[config.mk]
export PLATFORM = sky130hd
export DESIGN_NAME = dtb_xlate
export DESIGN_NICKNAME = d
export VERILOG_FILES = /design/src/rtl/dtb_pkg.sv /design/src/rtl/dtb_entry_array.sv /design/src/rtl/dtb_check.sv /design/src/rtl/dtb_xlate.sv
export SDC_FILE = /design/constraint.sdc
export NUM_CORES = 1
export LEC_CHECK = 0
export BUFFER_PORTS_ARGS = -buffer_cell sky130_fd_sc_hd__buf_4
export CAP_MARGIN = 20
export CORE_MARGIN = 8
export CORE_UTILIZATION = 65
export CTS_CLUSTER_DIAMETER = 120
export DETAILED_ROUTE_END_ITERATION = 7
export PLACE_DENSITY = 0.85
export SLEW_MARGIN = 10
export SYNTH_ARGS = -nofsm -noshare
export SYNTH_HDL_FRONTEND = slang
export SYNTH_HIERARCHICAL = 1
export SYNTH_SLANG_ARGS = --single-unit
[constraint.sdc]
create_clock -name clk -period 10.4 [get_ports clk]
set_input_delay 2.08 -clock clk [delete_from_list [all_inputs] [get_ports clk]]
set_output_delay 2.08 -clock clk [all_outputs]
set_load 0.02 [all_outputs]
[src/rtl/dtb_pkg.sv]
package dtb_pkg;

    typedef enum logic [2:0] {
        FC_NONE      = 3'd0,
        FC_ACV       = 3'd1,
        FC_FAULT     = 3'd2,
        FC_MISS_PT   = 3'd3,
        FC_MISS_DATA = 3'd4
    } fault_e;

    localparam int ST_W    = 5;
    localparam int ST_WR   = 0;
    localparam int ST_ACV  = 1;
    localparam int ST_FONR = 2;
    localparam int ST_FONW = 3;
    localparam int ST_MISS = 4;

    typedef enum logic {
        ST_IDLE = 1'b0,
        ST_RESP = 1'b1
    } ctl_state_e;

endpackage

[src/rtl/dtb_entry_array.sv]
module dtb_entry_array #(
    parameter int ENTRIES = 8,
    parameter int VPN_W   = 30,
    parameter int ASN_W   = 8,
    parameter int PFN_W   = 27,
    parameter int MODES   = 4,
    localparam int IDX_W  = (ENTRIES > 1) ? $clog2(ENTRIES) : 1
) (
    input  logic             clk,
    input  logic             rst_n,
    input  logic             ins_en,
    input  logic [IDX_W-1:0] ins_idx,
    input  logic [VPN_W-1:0] ins_vpn,
    input  logic [ASN_W-1:0] ins_asn,
    input  logic [PFN_W-1:0] ins_pfn,
    input  logic [MODES-1:0] ins_re,
    input  logic [MODES-1:0] ins_we,
    input  logic             ins_fonr,
    input  logic             ins_fonw,
    input  logic [VPN_W-1:0] lk_vpn,
    input  logic [ASN_W-1:0] lk_asn,
    output logic             hit,
    output logic [PFN_W-1:0] hit_pfn,
    output logic [MODES-1:0] hit_re,
    output logic [MODES-1:0] hit_we,
    output logic             hit_fonr,
    output logic             hit_fonw
);

    logic [ENTRIES-1:0] vld_q;
    logic [VPN_W-1:0]   vpn_q  [ENTRIES];
    logic [ASN_W-1:0]   asn_q  [ENTRIES];
    logic [PFN_W-1:0]   pfn_q  [ENTRIES];
    logic [MODES-1:0]   re_q   [ENTRIES];
    logic [MODES-1:0]   we_q   [ENTRIES];
    logic [ENTRIES-1:0] fonr_q;
    logic [ENTRIES-1:0] fonw_q;
    logic [ENTRIES-1:0] match;
    logic [IDX_W-1:0]   sel;

    always_ff @(posedge clk or negedge rst_n) begin
        if (!rst_n) begin
            vld_q <= '0;
        end else if (ins_en) begin
            vld_q[ins_idx] <= 1'b1;
        end
    end

    always_ff @(posedge clk) begin
        if (ins_en) begin
            vpn_q[ins_idx]  <= ins_vpn;
            asn_q[ins_idx]  <= ins_asn;
            pfn_q[ins_idx]  <= ins_pfn;
            re_q[ins_idx]   <= ins_re;
            we_q[ins_idx]   <= ins_we;
            fonr_q[ins_idx] <= ins_fonr;
            fonw_q[ins_idx] <= ins_fonw;
        end
    end

    for (genvar g = 0; g < ENTRIES; g++) begin : g_cmp
        assign match[g] = vld_q[g] && (vpn_q[g] == lk_vpn) && (asn_q[g] == lk_asn);
    end

    // lowest index wins: scan downward so the last assignment is the smallest
    always_comb begin
        hit = 1'b0;
        sel = '0;
        for (int i = ENTRIES - 1; i >= 0; i--) begin
            if (match[i]) begin
                hit = 1'b1;
                sel = IDX_W'(i);
            end
        end
    end

    assign hit_pfn  = pfn_q[sel];
    assign hit_re   = re_q[sel];
    assign hit_we   = we_q[sel];
    assign hit_fonr = fonr_q[sel];
    assign hit_fonw = fonw_q[sel];

    assert_insert_valid_R12: assert property (@(posedge clk) disable iff (!rst_n)
        ins_en |=> vld_q[$past(ins_idx)]);

    assert_hit_needs_valid_R1: assert property (@(posedge clk) disable iff (!rst_n)
        (vld_q == '0) |-> !hit);

endmodule

[src/rtl/dtb_check.sv]
module dtb_check
    import dtb_pkg::*;
#(
    parameter int VA_W   = 43,
    parameter int PA_W   = 40,
    parameter int OFS_W  = 13,
    parameter int MODES  = 4,
    localparam int PFN_W  = PA_W - OFS_W,
    localparam int MODE_W = $clog2(MODES)
) (
    input  logic [63:0]       va,
    input  logic              is_store,
    input  logic              phys,
    input  logic              pte_acc,
    input  logic [MODE_W-1:0] mode,
    input  logic [1:0]        sp_en,
    input  logic              hit,
    input  logic [PFN_W-1:0]  hit_pfn,
    input  logic [MODES-1:0]  hit_re,
    input  logic [MODES-1:0]  hit_we,
    input  logic              hit_fonr,
    input  logic              hit_fonw,
    output fault_e            code,
    output logic [ST_W-1:0]   status,
    output logic [PA_W-1:0]   pa
);

    logic va_ok;
    logic sp_win;

    assign va_ok  = (&va[63:VA_W-1]) || !(|va[63:VA_W-1]);
    assign sp_win = sp_en[1] && (va[VA_W-1:VA_W-2] == 2'b10);

    always_comb begin
        code   = FC_NONE;
        status = '0;
        pa     = '0;
        if (phys) begin
            pa = va[PA_W-1:0];
        end else if (!va_ok) begin
            code            = FC_FAULT;
            status[ST_ACV]  = 1'b1;
            status[ST_WR]   = is_store;
        end else if (sp_win) begin
            if (mode != '0) begin
                code           = FC_ACV;
                status[ST_ACV] = 1'b1;
                status[ST_WR]  = is_store;
            end else begin
                pa = va[PA_W-1:0];
            end
        end else if (!hit) begin
            code            = pte_acc ? FC_MISS_PT : FC_MISS_DATA;
            status[ST_MISS] = 1'b1;
            status[ST_WR]   = is_store;
        end else if (is_store) begin
            if (!hit_we[mode]) begin
                code            = FC_FAULT;
                status[ST_WR]   = 1'b1;
                status[ST_ACV]  = 1'b1;
                status[ST_FONW] = hit_fonw;
            end else if (hit_fonw) begin
                code            = FC_FAULT;
                status[ST_WR]   = 1'b1;
                status[ST_FONW] = 1'b1;
            end else begin
                pa = {hit_pfn, va[OFS_W-1:0]};
            end
        end else begin
            if (!hit_re[mode]) begin
                code            = FC_ACV;
                status[ST_ACV]  = 1'b1;
                status[ST_FONR] = hit_fonr;
            end else if (hit_fonr) begin
                code            = FC_FAULT;
                status[ST_FONR] = 1'b1;
            end else begin
                pa = {hit_pfn, va[OFS_W-1:0]};
            end
        end
    end

endmodule

[src/rtl/dtb_xlate.sv]
module dtb_xlate
    import dtb_pkg::*;
#(
    parameter int VA_W    = 43,
    parameter int PA_W    = 40,
    parameter int OFS_W   = 13,
    parameter int ENTRIES = 8,
    parameter int ASN_W   = 8,
    parameter int MODES   = 4,
    localparam int VPN_W  = VA_W - OFS_W,
    localparam int PFN_W  = PA_W - OFS_W,
    localparam int IDX_W  = (ENTRIES > 1) ? $clog2(ENTRIES) : 1,
    localparam int MODE_W = $clog2(MODES)
) (
    input  logic              clk,
    input  logic              rst_n,
    input  logic              req,
    input  logic [63:0]       va,
    input  logic              is_store,
    input  logic              phys,
    input  logic              pte_acc,
    input  logic [MODE_W-1:0] mode,
    input  logic [ASN_W-1:0]  asn,
    input  logic [1:0]        sp_en,
    input  logic              ins_en,
    input  logic [IDX_W-1:0]  ins_idx,
    input  logic [VPN_W-1:0]  ins_vpn,
    input  logic [ASN_W-1:0]  ins_asn,
    input  logic [PFN_W-1:0]  ins_pfn,
    input  logic [MODES-1:0]  ins_re,
    input  logic [MODES-1:0]  ins_we,
    input  logic              ins_fonr,
    input  logic              ins_fonw,
    output logic              rsp_valid,
    output logic [2:0]        fault_code,
    output logic [ST_W-1:0]   mm_status,
    output logic [PA_W-1:0]   pa
);

    ctl_state_e            state_q, state_d;
    fault_e                code_n, code_q;
    logic [ST_W-1:0]       status_n, status_q;
    logic [PA_W-1:0]       pa_n, pa_q;
    logic                  hit;
    logic [PFN_W-1:0]      hit_pfn;
    logic [MODES-1:0]      hit_re, hit_we;
    logic                  hit_fonr, hit_fonw;

    dtb_entry_array #(
        .ENTRIES(ENTRIES), .VPN_W(VPN_W), .ASN_W(ASN_W),
        .PFN_W(PFN_W), .MODES(MODES)
    ) u_array (
        .clk(clk), .rst_n(rst_n),
        .ins_en(ins_en), .ins_idx(ins_idx), .ins_vpn(ins_vpn),
        .ins_asn(ins_asn), .ins_pfn(ins_pfn), .ins_re(ins_re),
        .ins_we(ins_we), .ins_fonr(ins_fonr), .ins_fonw(ins_fonw),
        .lk_vpn(va[VA_W-1:OFS_W]), .lk_asn(asn),
        .hit(hit), .hit_pfn(hit_pfn), .hit_re(hit_re), .hit_we(hit_we),
        .hit_fonr(hit_fonr), .hit_fonw(hit_fonw)
    );

    dtb_check #(
        .VA_W(VA_W), .PA_W(PA_W), .OFS_W(OFS_W), .MODES(MODES)
    ) u_check (
        .va(va), .is_store(is_store), .phys(phys), .pte_acc(pte_acc),
        .mode(mode), .sp_en(sp_en), .hit(hit), .hit_pfn(hit_pfn),
        .hit_re(hit_re), .hit_we(hit_we), .hit_fonr(hit_fonr),
        .hit_fonw(hit_fonw), .code(code_n), .status(status_n), .pa(pa_n)
    );

    always_comb begin
        state_d = state_q;
        unique case (state_q)
            ST_IDLE: if (req)  state_d = ST_RESP;
            ST_RESP: if (!req) state_d = ST_IDLE;
            default:           state_d = ST_IDLE;
        endcase
    end

    always_ff @(posedge clk or negedge rst_n) begin
        if (!rst_n) begin
            state_q <= ST_IDLE;
        end else begin
            state_q <= state_d;
        end
    end

    always_ff @(posedge clk or negedge rst_n) begin
        if (!rst_n) begin
            code_q   <= FC_NONE;
            status_q <= '0;
            pa_q     <= '0;
        end else if (req) begin
            code_q   <= code_n;
            status_q <= status_n;
            pa_q     <= pa_n;
        end
    end

    assign rsp_valid  = (state_q == ST_RESP);
    assign fault_code = code_q;
    assign mm_status  = status_q;
    assign pa         = pa_q;

    assert_resp_follows_req_R2: assert property (@(posedge clk) disable iff (!rst_n)
        req |=> rsp_valid);

    assert_no_resp_idle_R2: assert property (@(posedge clk) disable iff (!rst_n)
        !req |=> !rsp_valid);

    assert_hold_results_R2: assert property (@(posedge clk) disable iff (!rst_n)
        !req |=> ($stable(fault_code) && $stable(mm_status) && $stable(pa)));

    assert_bypass_R3: assert property (@(posedge clk) disable iff (!rst_n)
        (req && phys) |=> (fault_code == 3'd0 && mm_status == '0 &&
                           pa == $past(va[PA_W-1:0])));

    assert_superpage_user_R6: assert property (@(posedge clk) disable iff (!rst_n)
        (req && !phys && sp_en[1] && (&va[63:VA_W-1]) && !va[VA_W-2] && mode != '0)
        |=> (fault_code == 3'd1));

    assert_fault_clears_pa_R4: assert property (@(posedge clk) disable iff (!rst_n)
        (fault_code != 3'd0) |-> (pa == '0));

endmodule

==> metrics <==
layout cells sized above 1 26.2%; total core area 0.0438 mm²; syn_nets 1922; largest net degree at the start of global routing 73; Worst-Skew Late Latency 0.60 ns; global-route usage over all layers 32.1%; Die W roughly 230 µm; CTS Sinks approximately 660; syn_area_per_cell 16.2 µm²; Slowest-stage cell, CP a311oi_4; final hold vios 0; CTS max path bufs 3; CP Cell Sequence buf_4 > xnor2_1 > or4b_1 > or4_1 > nor4_2 > nor2_1 > a311oi_4 > buf_4 > mux2i_1 > a221oi_2 > mux4_2 > and4_4 > a21oi_4 > buf_4 > o32ai_2 > mux2_2; Post-Syn Instances 1761; Initial DRC Count 1903; Synth-to-Final Area Change 14.9%; final wirelength 83000 µm; type of origin of the critical path input port; ys async rst share 8.68%; most numerous cell on the critical path buf_4; Critical Path AT approximately 8.5 ns; max incr delay on CP 0.92 ns; dominant synthesized flop cell edfxtp_1; commonest non-fill, non-tap cells in the layout 600 x edfxtp_1, 246 x xnor2_1, 235 x buf_4; Initial Utilization 65.2%; Row Count 77; cts hold-fix bufs 0; Clock Tree Root clkbuf_16; die span in y ~230 µm; total die area 0.0509 mm²; grt met2 use between 50% and 60%; Max Freq 0.125 GHz; register-to-register path setup slack ~3.7 ns; RSZ-0062 raised after global routing false; PD cells 179 mW/mm²; drt drc 0; fillers 2596; post-CTS setup repair buffer count 0; Max rail drop VDD between 150 and 200 µV; placed instance area 0.0307 mm²; slew margin rel. a little under a quarter; final setup fails 0; post-route cell area 0.0329 mm²; drt pass-1 iters 6; Netlist Area Pre-Place 0.0286 mm²; WHS Path Cells 1; Fin Hold WS 0.503 ns; global-route layer with the greatest usage met2; total number of vias 17.4k; global-route track usage on met1 39.9%; Port-buffer cells 208; cells on worst reg2reg path 15; first-pass GRT wire length 117000 µm; DR vias/cell 6.61; initial antenna violation count 2; post-layout net count about 2.1k; post-synthesis register bit count 657; CTS tree done; MaxCap Viol Count 0; Final HPWL DP 54100 µm; # resized after CTS 0; number of global-route vias before repair 17.2k; post-synthesis sequential area ratio 68.0%; GPL Wtd Cong 0.991; clock skew approximately 0.019 ns; cts bufs inserted between 60 and 70; Reg clk slew, reported paths about 0.060 ns; pin slew with the least headroom to its limit 1.15 ns; Antenna Nets Post-Route 0; critical path class in2reg; Hold/Removal Path Class reg2reg; Final Cycle Share 76.8%; Ys Warns 6; CP max FO 32; GR Util met3 5.29%; post-layout min period 7.99 ns; Slew Limit Fails 0; Leak Pwr 11.6 nW; status finished, final reports clean; commonest non-fill, non-tap cell in the layout edfxtp_1; critical path capture point type flop; aggregate negative setup slack 0 ns; htree depth 3; Overflow after GRT 0; Top Ports 210; CP required 10.87 ns; Post-synth EDFFs 600; wire per inst 31.6 µm; count of cell types in the netlist 70
-- logic make-up (layout without fill, tap and decap cells) --
family	after synthesis	count (layout)	share of synthesized area, %
DFF	657	657	68.0
and+or+nand+nor	318	318	7.02
xor gates and xnor gates	304	304	9.31
muxes	199	199	7.81
buffers and inverters	147	422	2.67
other	0	1	0
AOI/OAI and AO/OA	136	136	5.17
-- final timing paths --
kind                                       from               end
max                                      va[40]            pa[19]
min                            u_array/vld_q[2]  u_array/vld_q[2]
max reg2reg                u_array/vpn_q[2][27]            pa[19]
min reg2reg                    u_array/vld_q[2]  u_array/vld_q[2]
max in group asynchronous                 rst_n  u_array/vld_q[4]
min in group asynchronous                 rst_n            pa[22]
-- power breakdown --
part / switching (mW) / total (mW) / internal, mW
clock network: 0.990 / 2.41 / 1.42
registers: 0.0382 / 3.02 / 2.98
logic: 0.299 / 0.470 / 0.171
total: 1.33 / 5.90 / 4.57
-- sequential cells by signal, summed over array words and instances, names as in the netlist, 3 cells and up --
register        cells
u_array/we_q       32
fault_code          3
pa                 40
u_array/vpn_q     240
mm_status           5
u_array/re_q       32
u_array/vld_q       8
u_array/asn_q      64
u_array/fonr_q      8
u_array/fonw_q      8
u_array/pfn_q     216
-- synthesized netlist by cell type (5+ instances only) --
cell,n,share of area [%]
edfxtp_1,600,63
mux2i_1,76,2.7
mux2_1,11,0.43
nand3_1,15,0.26
buf_6,15,0.59
nand2_1,22,0.29
o32ai_1,7,0.21
a31oi_1,7,0.15
nor4_1,37,0.81
a221oi_2,36,1.9
o22ai_1,37,0.81
buf_2,11,0.19
nor3_1,16,0.28
nand2b_1,10,0.22
mux2_4,20,1.1
nor3b_1,15,0.39
dfrtp_1,57,5.0
or4_1,5,0.13
nand4_1,110,2.4
or2_2,9,0.20
nor4b_1,5,0.15
o32ai_2,20,1.1
xnor2_1,246,7.5
xor2_1,58,1.8
inv_1,62,0.81
mux2_2,91,3.6
nor2_1,23,0.30
clkbuf_1,49,0.64
and3_1,12,0.26
-- routing by layer --
metal,vias up,part of all wire [%]
met4,2,6.3
met3,228,8.7
met2,1123,48
met5,-,0.013
met1,8748,37
li1,7264,-
-- worst max-delay path, delay by kind of cell --
| kind | cells | cell delay (ns) |
|---|---|---|
| AO/OA/AOI/OAI | 4 | 1.89 |
| XOR/XNOR | 1 | 0.32 |
| buffers and inverters | 3 | 1.11 |
| multiplexers | 3 | 1.17 |
| AND/OR/NAND/NOR | 5 | 1.84 |
-- metrics by stage --
step	utilization, %	total power, mW	worst slack [ns]	instances
floorplan	-	3.30	2.37	1761
global placement	70.0	3.52	2.07	2503
detailed placement	70.0	3.53	1.92	2503
CTS	75.0	5.91	2.51	2628
global route	75.0	6.03	2.34	2629
finish	75.0	5.90	2.41	2629
-- cell type report --
| cell class | instances | area, µm² | share of cell area [%] |
|---|---|---|---|
| diodes | 1 | 2.50 | 0.00762 |
| flip-flops and latches | 657 | 19400 | 59.2 |
| inverters | 62 | 233 | 0.708 |
| multi-input cells | 957 | 8480 | 25.8 |
| clock inverters | 30 | 318 | 0.967 |
| repair buffers | 235 | 1760 | 5.37 |
| clock buffers | 95 | 1880 | 5.71 |
| well taps | 592 | 741 | 2.25 |
(Power assumes the default switching activity.)
